**src/rtl/lcd_seq_pkg.sv**
```systemverilog
package lcd_seq_pkg;

  typedef enum logic [1:0] {K_OP, K_WAIT, K_ARG, K_END} kind_e;

  typedef struct packed {
    kind_e      kind;
    logic [7:0] val;
  } entry_t;

  // Strobes from control to datapath
  typedef struct packed {
    logic latchArg;
    logic loadWait;
    logic waitRun;
    logic selArg;
  } strobe_t;

  localparam int PC_W = 5;
  localparam logic [PC_W-1:0] BASE_INIT  = 5'd0;
  localparam logic [PC_W-1:0] BASE_SLEEP = 5'd20;
  localparam logic [PC_W-1:0] BASE_WAKE  = 5'd24;
  localparam logic [PC_W-1:0] BASE_TRIM  = 5'd28;

  localparam logic [7:0] OP_TRIM  = 8'h81;
  localparam logic [7:0] OP_NAP   = 8'hAC;

  function automatic logic [7:0] opBias(input logic f);      return 8'hA2 | {7'd0, f}; endfunction
  function automatic logic [7:0] opColDir(input logic f);    return 8'hA0 | {7'd0, f}; endfunction
  function automatic logic [7:0] opComScan(input logic f);   return 8'hC0 | {4'd0, f, 3'd0}; endfunction
  function automatic logic [7:0] opFirstRow(input logic [5:0] r); return 8'h40 | {2'd0, r}; endfunction
  function automatic logic [7:0] opSupply(input logic [2:0] s);   return 8'h28 | {5'd0, s}; endfunction
  function automatic logic [7:0] opRatio(input logic [2:0] r);    return 8'h10 | {5'd0, r}; endfunction
  function automatic logic [7:0] opInvert(input logic f);    return 8'hA6 | {7'd0, f}; endfunction
  function automatic logic [7:0] opPanel(input logic f);     return 8'hAE | {7'd0, f}; endfunction
  function automatic logic [7:0] opFlood(input logic f);     return 8'hA4 | {7'd0, f}; endfunction

  function automatic entry_t eOp(input logic [7:0] b);   return '{kind: K_OP,   val: b};    endfunction
  function automatic entry_t eWait(input logic [7:0] m); return '{kind: K_WAIT, val: m};    endfunction

  function automatic entry_t romEntry(input logic [PC_W-1:0] idx);
    case (idx)
      5'd0:  return eOp(opBias(1'b0));
      5'd1:  return eOp(opColDir(1'b0));
      5'd2:  return eOp(opComScan(1'b1));
      5'd3:  return eOp(opFirstRow(6'd0));
      5'd4:  return eOp(opSupply(3'd4));
      5'd5:  return eWait(8'd50);
      5'd6:  return eOp(opSupply(3'd6));
      5'd7:  return eWait(8'd50);
      5'd8:  return eOp(opSupply(3'd7));
      5'd9:  return eWait(8'd50);
      5'd10: return eOp(opRatio(3'd0));
      5'd11: return eOp(opInvert(1'b0));
      5'd12: return eOp(OP_TRIM);
      5'd13: return eOp(8'h1E);
      5'd14: return eOp(opPanel(1'b1));
      5'd15: return eWait(8'd100);
      5'd16: return eOp(opFlood(1'b1));
      5'd17: return eWait(8'd200);
      5'd18: return eOp(opFlood(1'b0));
      5'd20: return eOp(OP_NAP);
      5'd21: return eOp(opPanel(1'b0));
      5'd22: return eOp(opFlood(1'b1));
      5'd24: return eOp(opFlood(1'b0));
      5'd25: return eOp(opPanel(1'b1));
      5'd26: return eWait(8'd50);
      5'd28: return eOp(OP_TRIM);
      5'd29: return '{kind: K_ARG, val: 8'h00};
      default: return '{kind: K_END, val: 8'h00};
    endcase
  endfunction

endpackage

```
**src/rtl/lcd_seq_ctrl.sv**
```systemverilog
module lcd_seq_ctrl
  import lcd_seq_pkg::*;
(
  input  logic       clk,
  input  logic       rstN,
  input  logic       startInit,
  input  logic       startSleep,
  input  logic       startWake,
  input  logic       startContrast,
  input  logic       txReady,
  input  logic       waitDone,
  output strobe_t    strb,
  output logic [7:0] entryVal,
  output logic       txValid,
  output logic       busy
);

  typedef enum logic [1:0] {S_IDLE, S_RUN, S_WAIT} state_e;

  state_e          state, stateNext;
  logic [PC_W-1:0] pc, pcNext;
  entry_t          cur;
  logic            startAny;
  logic [PC_W-1:0] startBase;

  assign startAny = startInit | startSleep | startWake | startContrast;

  always_comb begin
    if (startInit)       startBase = BASE_INIT;
    else if (startSleep) startBase = BASE_SLEEP;
    else if (startWake)  startBase = BASE_WAKE;
    else                 startBase = BASE_TRIM;
  end

  always_comb cur = romEntry(pc);
  assign entryVal = cur.val;

  always_comb begin
    stateNext = state;
    pcNext    = pc;
    strb      = '0;
    txValid   = 1'b0;
    case (state)
      S_IDLE: begin
        if (startAny) begin
          stateNext     = S_RUN;
          pcNext        = startBase;
          strb.latchArg = 1'b1;
        end
      end
      S_RUN: begin
        case (cur.kind)
          K_OP, K_ARG: begin
            txValid     = 1'b1;
            strb.selArg = (cur.kind == K_ARG);
            if (txReady) pcNext = pc + 1'b1;
          end
          K_WAIT: begin
            strb.loadWait = 1'b1;
            stateNext     = S_WAIT;
          end
          default: stateNext = S_IDLE;
        endcase
      end
      S_WAIT: begin
        strb.waitRun = 1'b1;
        if (waitDone) begin
          pcNext    = pc + 1'b1;
          stateNext = S_RUN;
        end
      end
      default: stateNext = S_IDLE;
    endcase
  end

  always_ff @(posedge clk) begin
    if (!rstN) begin
      state <= S_IDLE;
      pc    <= '0;
    end else begin
      state <= stateNext;
      pc    <= pcNext;
    end
  end

  assign busy = (state != S_IDLE);

endmodule

```
**src/rtl/lcd_seq_datapath.sv**
```systemverilog
module lcd_seq_datapath
  import lcd_seq_pkg::*;
#(
  parameter int MS_CYCLES = 50000
) (
  input  logic       clk,
  input  logic       rstN,
  input  strobe_t    strb,
  input  logic [7:0] entryVal,
  input  logic [7:0] contrastIn,
  output logic       waitDone,
  output logic [7:0] txByte
);

  localparam int PW = (MS_CYCLES > 1) ? $clog2(MS_CYCLES) : 1;
  localparam logic [PW-1:0] PRE_LAST = PW'(MS_CYCLES - 1);

  logic [PW-1:0] preCnt;
  logic [7:0]    msLeft;
  logic [7:0]    argReg;
  logic          msTick;

  assign msTick = (preCnt == PRE_LAST);

  always_ff @(posedge clk) begin
    if (!rstN) begin
      preCnt <= '0;
      msLeft <= '0;
      argReg <= '0;
    end else begin
      if (strb.latchArg) argReg <= contrastIn;
      if (strb.loadWait) begin
        msLeft <= entryVal;
        preCnt <= '0;
      end else if (strb.waitRun) begin
        if (msTick) begin
          preCnt <= '0;
          msLeft <= msLeft - 8'd1;
        end else begin
          preCnt <= preCnt + 1'b1;
        end
      end
    end
  end

  assign waitDone = strb.waitRun && msTick && (msLeft == 8'd1);
  assign txByte   = strb.selArg ? {2'b00, argReg[7:2]} : entryVal;

endmodule

```
**src/rtl/lcd_cmd_seq.sv**
```systemverilog
module lcd_cmd_seq
  import lcd_seq_pkg::*;
#(
  parameter int MS_CYCLES = 50000
) (
  input  logic       clk,
  input  logic       rstN,
  input  logic       startInit,
  input  logic       startSleep,
  input  logic       startWake,
  input  logic       startContrast,
  input  logic [7:0] contrastIn,
  input  logic       txReady,
  output logic       txValid,
  output logic [7:0] txByte,
  output logic       csN,
  output logic       dataMode,
  output logic       busy
);

  strobe_t    strb;
  logic [7:0] entryVal;
  logic       waitDone;

  lcd_seq_ctrl u_ctrl (
    .clk(clk), .rstN(rstN),
    .startInit(startInit), .startSleep(startSleep),
    .startWake(startWake), .startContrast(startContrast),
    .txReady(txReady), .waitDone(waitDone),
    .strb(strb), .entryVal(entryVal),
    .txValid(txValid), .busy(busy)
  );

  lcd_seq_datapath #(.MS_CYCLES(MS_CYCLES)) u_dp (
    .clk(clk), .rstN(rstN), .strb(strb), .entryVal(entryVal),
    .contrastIn(contrastIn), .waitDone(waitDone), .txByte(txByte)
  );

  assign csN      = ~busy;
  assign dataMode = 1'b0;

endmodule

```
**config.mk**
```make
export PLATFORM = sky130hd
export DESIGN_NAME = lcd_cmd_seq
export DESIGN_NICKNAME = d
export VERILOG_FILES = /design/src/rtl/lcd_seq_pkg.sv /design/src/rtl/lcd_seq_ctrl.sv /design/src/rtl/lcd_seq_datapath.sv /design/src/rtl/lcd_cmd_seq.sv
export SDC_FILE = /design/constraint.sdc
export NUM_CORES = 1
export LEC_CHECK = 0
export ABC_AREA = 0
export BUFFER_PORTS_ARGS = -buffer_cell sky130_fd_sc_hd__buf_2
export CORE_MARGIN = 2
export CORE_UTILIZATION = 53
export CTS_BUF_LIST = sky130_fd_sc_hd__clkbuf_16
export DETAILED_ROUTE_END_ITERATION = 12
export GPL_TIMING_DRIVEN = 0
export PLACE_DENSITY = 0.79
export SYNTH_ARGS = -nofsm -noshare
export SYNTH_HDL_FRONTEND = slang
export SYNTH_SLANG_ARGS = --single-unit
export TNS_END_PERCENT = 10
```
**constraint.sdc**
```tcl
create_clock -name clk -period 3.18 [get_ports clk]
set_input_delay 0.318 -clock clk [delete_from_list [all_inputs] [get_ports clk]]
set_output_delay 0.318 -clock clk [all_outputs]
set_load 0.02 [all_outputs]
```
Yosys cells after proc, flatten, opt, wreduce, memory -nomap -nowiden
Memory sizes are Yosys's and may differ from the RTL's. A register that Yosys moved wholly into a read port is not among the register bits.
Cells that the tools add are included.
- register bits: 39
- memories kept: 1
- memory bits (read-only): 320
- logic and storage cells: 66
- output and inout port bits: 12
- equality and inequality tests: 11
- bitwise operators: 5
- multiplexer cells: 28
- add/sub/neg operators: 3
- reductions and logical operators: 13
- memory list (name ; words ; bits a word ; read ports ; clocked after memory_dff ; wr ports ; line ; source):
    (no name shown) ; 32 ; 10 ; 1 ; 1 ; 0 ; lcd_seq_pkg.sv:41 ; case (idx)
- operators with widths (cell ; number):
    5-bit 2-to-1 mux ; 8
    8-bit 2-to-1 mux ; 4
    16-bit by 1-bit adder with 16-bit output (second input constant) ; 1
    16-bit == test (second input constant) ; 1
    16-bit 2-to-1 mux ; 1
    5-bit case mux with 3 select lines ; 1
    1-bit 2-to-1 mux ; 9
    8-bit by 1-bit == test with 1-bit output (second input constant) ; 1
    8-bit by 1-bit subtractor with 8-bit output (second input constant) ; 1
    2-bit inequality test (second input constant) ; 3
    2-bit case mux with 3 select lines ; 1
    2-bit nonzero test ; 3
    5-bit by 1-bit adder with 5-bit output (second input constant) ; 1
    5-bit AND reduction ; 1
    2-bit by 1-bit == test with 1-bit output (second input constant) ; 2
    2-bit == test (second input constant) ; 2
    2-bit logical NOT ; 2
    2-bit 2-to-1 mux ; 2
    2-bit by 1-bit inequality test with 1-bit output (second input constant) ; 2
    2-bit case mux with 2 select lines ; 1
    2-bit OR reduction ; 2
    3-bit 2-to-1 mux ; 1
    1-bit OR ; 3
    3-bit AND reduction ; 1
    4 further kinds ; 6

Logic depth before layout (Yosys ltp)
- word-level depth: 8
- gate-level depth with buffers: 12

Hierarchy
Synthesis repeated with hierarchy kept, for this count alone.
- cells, all modules: 360
- area total of the unflattened synthesis: 3134.3 um^2
- by module, submodules not included (module ; sequential area each (um^2) ; times used ; area an instance (um^2) ; cells an instance):
    lcd_seq_datapath ; 600.6 ; 1 ; 1594.0 ; 185
    lcd_seq_ctrl ; 340.3 ; 1 ; 1525.2 ; 172
    lcd_cmd_seq ; 0.0 ; 1 ; 15.0 ; 3

Worst setup path before layout
No wires, ideal clock.
- path kind: reg2reg
- start point: register u_dp.preCnt[7]
- end point: register, netlist name u_ctrl.entryVal[1]
- stages on the path, launching flop included: 10
- path buffers: 0
- path slack: 213 ps
- clock period less this slack: 2967 ps
- arrival time: 2845 ps
- data required time: 3058 ps
- cells stage by stage: dfxtp_1 > or4_4 > o41ai_4 > nand4_1 > a21oi_1 > inv_1 > ha_1 > nor2_1 > nor3_1 > o32a_1
- word-level cells in the longest chain between the ends: 7
- ends and longest elaborated chain (element ; line ; source):
    from (decl) ; lcd_seq_datapath.sv:18 ; logic [PW-1:0] preCnt;
    from (signal assigned) ; lcd_seq_datapath.sv:40 ; preCnt <= preCnt + 1'b1;
    16-bit == test ; lcd_seq_datapath.sv:23 ; assign msTick = (preCnt == PRE_LAST);
    1-bit logical AND (2 in a row) ; lcd_seq_datapath.sv:46 ; assign waitDone = strb.waitRun && msTick && (msLeft == 8'd1);
    2-bit by 1-bit inequality test with 1-bit output (no source line) ; - ;
    5-bit AND reduction (no source line) ; - ;
    5-bit 2-to-1 mux (no source line) (2 in a row) ; - ;
No other way between the ends.
A chain may end at the register's enable or synchronous reset.

Final worst setup path
- start point: register u_dp.preCnt[7]
- end point: register, netlist name u_ctrl.entryVal[4]
- word-level cells in the longest chain between the ends: 7
- ends and longest elaborated chain (element ; line):
    16-bit == test ; lcd_seq_datapath.sv:23
    1-bit logical AND (2 in a row) ; lcd_seq_datapath.sv:46
    2-bit by 1-bit inequality test with 1-bit output (no source line) ; -
    5-bit AND reduction (no source line) ; -
    5-bit 2-to-1 mux (no source line) (2 in a row) ; -
No other way between the ends.

==> impl_metrics.yaml <==
synth:
  synth_warnings: 0
  synth_ff_type: "dfxtp_1"
  synth_seq_area_share_pct: 33.2
  yosys_register_bits: 47
  synth.avg_cell_area_um2: 8.87
  synth_nets: 350
  synth_edf_count: 0
  synthArstFlopShare_pct: 0
  post_synth_instance_area_mm2: 0.00284
  netlist-cell-type-count: 66
  synth_cells: 320
power_and_ir_drop:
  sw_frac_of_total_pct: 35.3
  p_int_uw: 1280
  irDropWorstVdd_uv: 446
  p_clk_share_pct: 24.8
  pwr-share-comb_pct: 39.0
  power_uw: 1970
  p_switching_uw: 696
  p_leak_uw: 0.00131
  power_density_mw_per_mm2: 598
  p_seq_share_pct: 36.2
final_layout:
  n_fill_cell: 452
  area_growth_pct: 16.3
  layout.nets: 388
  seqCellArea_um2: 942
  multiInputGateArea_mm2: 0.00181
  final_layout_size_suffix_gt1_share_pct: 22.3
  stdcell_area_mm2: 0.00330
  antenna_cells: 0
cts:
  clock-root-buffer: "clkbuf_16"
  cts_num_sinks: 47
  clockBufferDepth: 2
  clkTransAtPathRegs_ns: 0.06
  clk_latency_ns: 0.28
  hold_buffers: 0
  cts-buffers-inserted: 5
  cts_tree: "built"
  htree_levels: 2
worst_hold_path:
  hold_path.class: "primary input to register"
grt:
  grt_pass1_wl_mm: 10.6
  grt_remaining_overflow: 0
  grt_pass1_vias: 2363
  antenna_found_initial: 0
  grt.total_usage_pct: 21.6
  grt_max_degree: 15
critical_path:
  path_cells: "or4_4, o41a_4, o31a_1, o21ai_4, ha_1, mux2_2, a21oi_1, o21ai_0"
  cp_num_buf_inv: 0
  reg2reg_from: "u_dp.preCnt[7]"
  crit_path_start: "u_dp.preCnt[7]"
  cp.arrival_ns: 3.23
  critical-path-top-delay-family: "compound AO/OA/AOI/OAI gates"
  critPathKind: "register to register"
  r2r_end: "u_ctrl.entryVal[4]"
  critPathMaxStageDelay_ns: 0.58
  worst-r2r-cell-count: 8
  endpoint: "u_ctrl.entryVal[4]"
  cp.depth: 8
  startpoint_type: "register"
  worst_setup_path_end_kind: "register"
  required_ns: 3.32
  worst_path_max_delay_cell: "or4_4"
  worst-r2r-setup-slack_ns: 0.09
  cp_max_fo: 6
timing:
  fin_skew_ns: 0.00490
  worst_pin_slew_ns: 0.622
  hold_violations: 0
  clock.fmax_ghz: 0.324
  post-route-min-period_ns: 3.09
  relSlewSlack_pct: 58.2
  finalSetupViolCount: 0
  slew_viol_final: 0
  fin_crit_sh_pct: 97.0
floorplanning:
  dieHeight_um: 77.2
  coreArea_mm2: 0.00514
  dieWidth_um: 77.2
  initial_core_util_pct: 55.2
  dieArea_mm2: 0.00596
  num_rows: 26
  pin_count: 27
placement:
  placed_area_mm2: 0.00304
  place_hpwl_mm: 4.64
  portBuffers: 23
  gp_congestion: 0.879
flow_run:
  cap_violations: 0
route:
  num_vias: 2492
  drc_errors: 0
  viasPerCell: 5.82
  drt.antenna.violating_nets: 0
  wl_mm: 6.44
  drt_iter0_markers: 126
  wl_per_cell_um: 15.0
  firstDrtPassIters: 5
run_status:
  status: "finished clean"
[worst min-delay path by stage]
stage	endpoint	cells after the start	start
final	u_dp.argReg[3]	3	contrastIn[3]
after global routing	u_dp.argReg[6]	3	contrastIn[6]
after CTS	u_dp.argReg[3]	3	contrastIn[3]
after detailed placement	u_dp.argReg[2]	2	u_dp.argReg[2]
after global placement	u_dp.argReg[2]	2	u_dp.argReg[2]
after floorplan	u_dp.msLeft[1]	2	u_ctrl.entryVal[1]
[logic make-up after synthesis]
logic type / share of synthesized area [%]
buffers and inverters: 5.16
other: 0.132
AO/OA/AOI/OAI: 19.3
flip-flops: 33.2
AND/OR/NAND/NOR: 22.0
adder cells (fa/ha/maj): 6.61
XOR/XNOR: 5.86
multiplexers: 7.80
[metrics by stage]
step                setup slack, ns  cells  util, %  hold slack [ns]  setup TNS [ns]
finish                       0.0940    428     64.2            0.274               0
floorplan                     0.213    320        -            0.454               0
global route                -0.0185    428     64.2            0.310         -0.0383
global placement             -0.335    413     59.2            0.471           -1.54
CTS                        -0.00180    422     62.5            0.273        -0.00180
detailed placement           -0.365    413     59.2            0.488           -1.78
[per-layer routing]
layer	routed length (um)	vias to the layer above	GRT usage [%]
met5	0	-	0
met4	53	0	5.54
met3	170	4	2.82
met2	3430	50	40.3
met1	2790	1200	25.7
li1	-	1238	-
[sequential cells by signal, indices dropped and copies added (netlist names)]
register	cells
u_dp.preCnt	16
u_dp.argReg	6
u_ctrl.entryVal	8
u_ctrl.pc	5
u_dp.msLeft	8
u_ctrl.state	2
u_ctrl.cur	2
[worst reg2reg max path, cell delays in order, from the launching register on]
cell,delay (ns)
dfxtp_1,0.33
or4_4,0.58
o41a_4,0.58
o31a_1,0.35
o21ai_4,0.21
ha_1,0.33
mux2_2,0.29
a21oi_1,0.16
o21ai_0,0.11
[cells in the final DEF (no fill, tap or decap), types with 3 or more instances in the layout]
cell,synthesis,layout
dfxtp_1,47,46
nor2_1,41,41
buf_2,1,24
nand2_1,17,17
a21oi_1,15,14
ha_1,15,13
inv_1,13,12
mux2i_1,12,12
a211oi_1,11,11
xor2_1,11,11
nand3_1,10,10
buf_4,2,10
mux2_2,9,9
nand4_1,8,8
o21ai_0,8,8
xnor2_1,8,8
clkbuf_1,6,6
or3_1,6,6
nor3_1,5,5
clkbuf_16,0,5
nand2b_1,4,4
and2_1,4,4
and3_1,4,4
a221oi_1,3,3
inv_2,2,3
o32a_1,3,3
buf_6,3,3
[cell type report]
type | instances | area share [%]
clock buffer | 5 | 3.79
buffer | 14 | 2.54
inverter | 16 | 1.90
timing repair buffer | 31 | 5.31
multi-input combinational | 243 | 54.9
sequential | 47 | 28.5
clock inverter | 2 | 0.417
tap | 70 | 2.65
[power groups by stage]
| stage | Clock, uW | Combinational (uW) | Sequential (uW) |
|---|---|---|---|
| after floorplan | 0 | 552 | 706 |
| after global placement | 0 | 692 | 722 |
| after detailed placement | 0 | 704 | 725 |
| after CTS | 496 | 716 | 714 |
| after global routing | 519 | 836 | 722 |
| final | 489 | 769 | 716 |
[synthesized netlist by cell type (3+ instances only)]
library cell / number / area [um^2]
a211oi_1: 11 / 82.6
a21oi_1: 15 / 75.1
a221oi_1: 3 / 26.3
and2_1: 4 / 25.0
and3_1: 4 / 25.0
buf_6: 3 / 33.8
clkbuf_1: 6 / 22.5
dfxtp_1: 47 / 941
ha_1: 15 / 188
inv_1: 13 / 48.8
mux2_2: 9 / 101
mux2i_1: 12 / 120
nand2_1: 17 / 63.8
nand2b_1: 4 / 25.0
nand3_1: 10 / 50.1
nand4_1: 8 / 50.1
nor2_1: 41 / 154
nor3_1: 5 / 25.0
o21ai_0: 8 / 40.0
o32a_1: 3 / 30.0
or3_1: 6 / 37.5
xnor2_1: 8 / 70.1
xor2_1: 11 / 96.3
[timing repair]
item	4_1_cts	5_1_grt
buffers inserted	2	6
gates resized for setup	3	9
pin swaps	3	6
endpoints found under the setup margin	7	7
hold endpoints to repair	0	0
(Power assumes the default switching activity.)
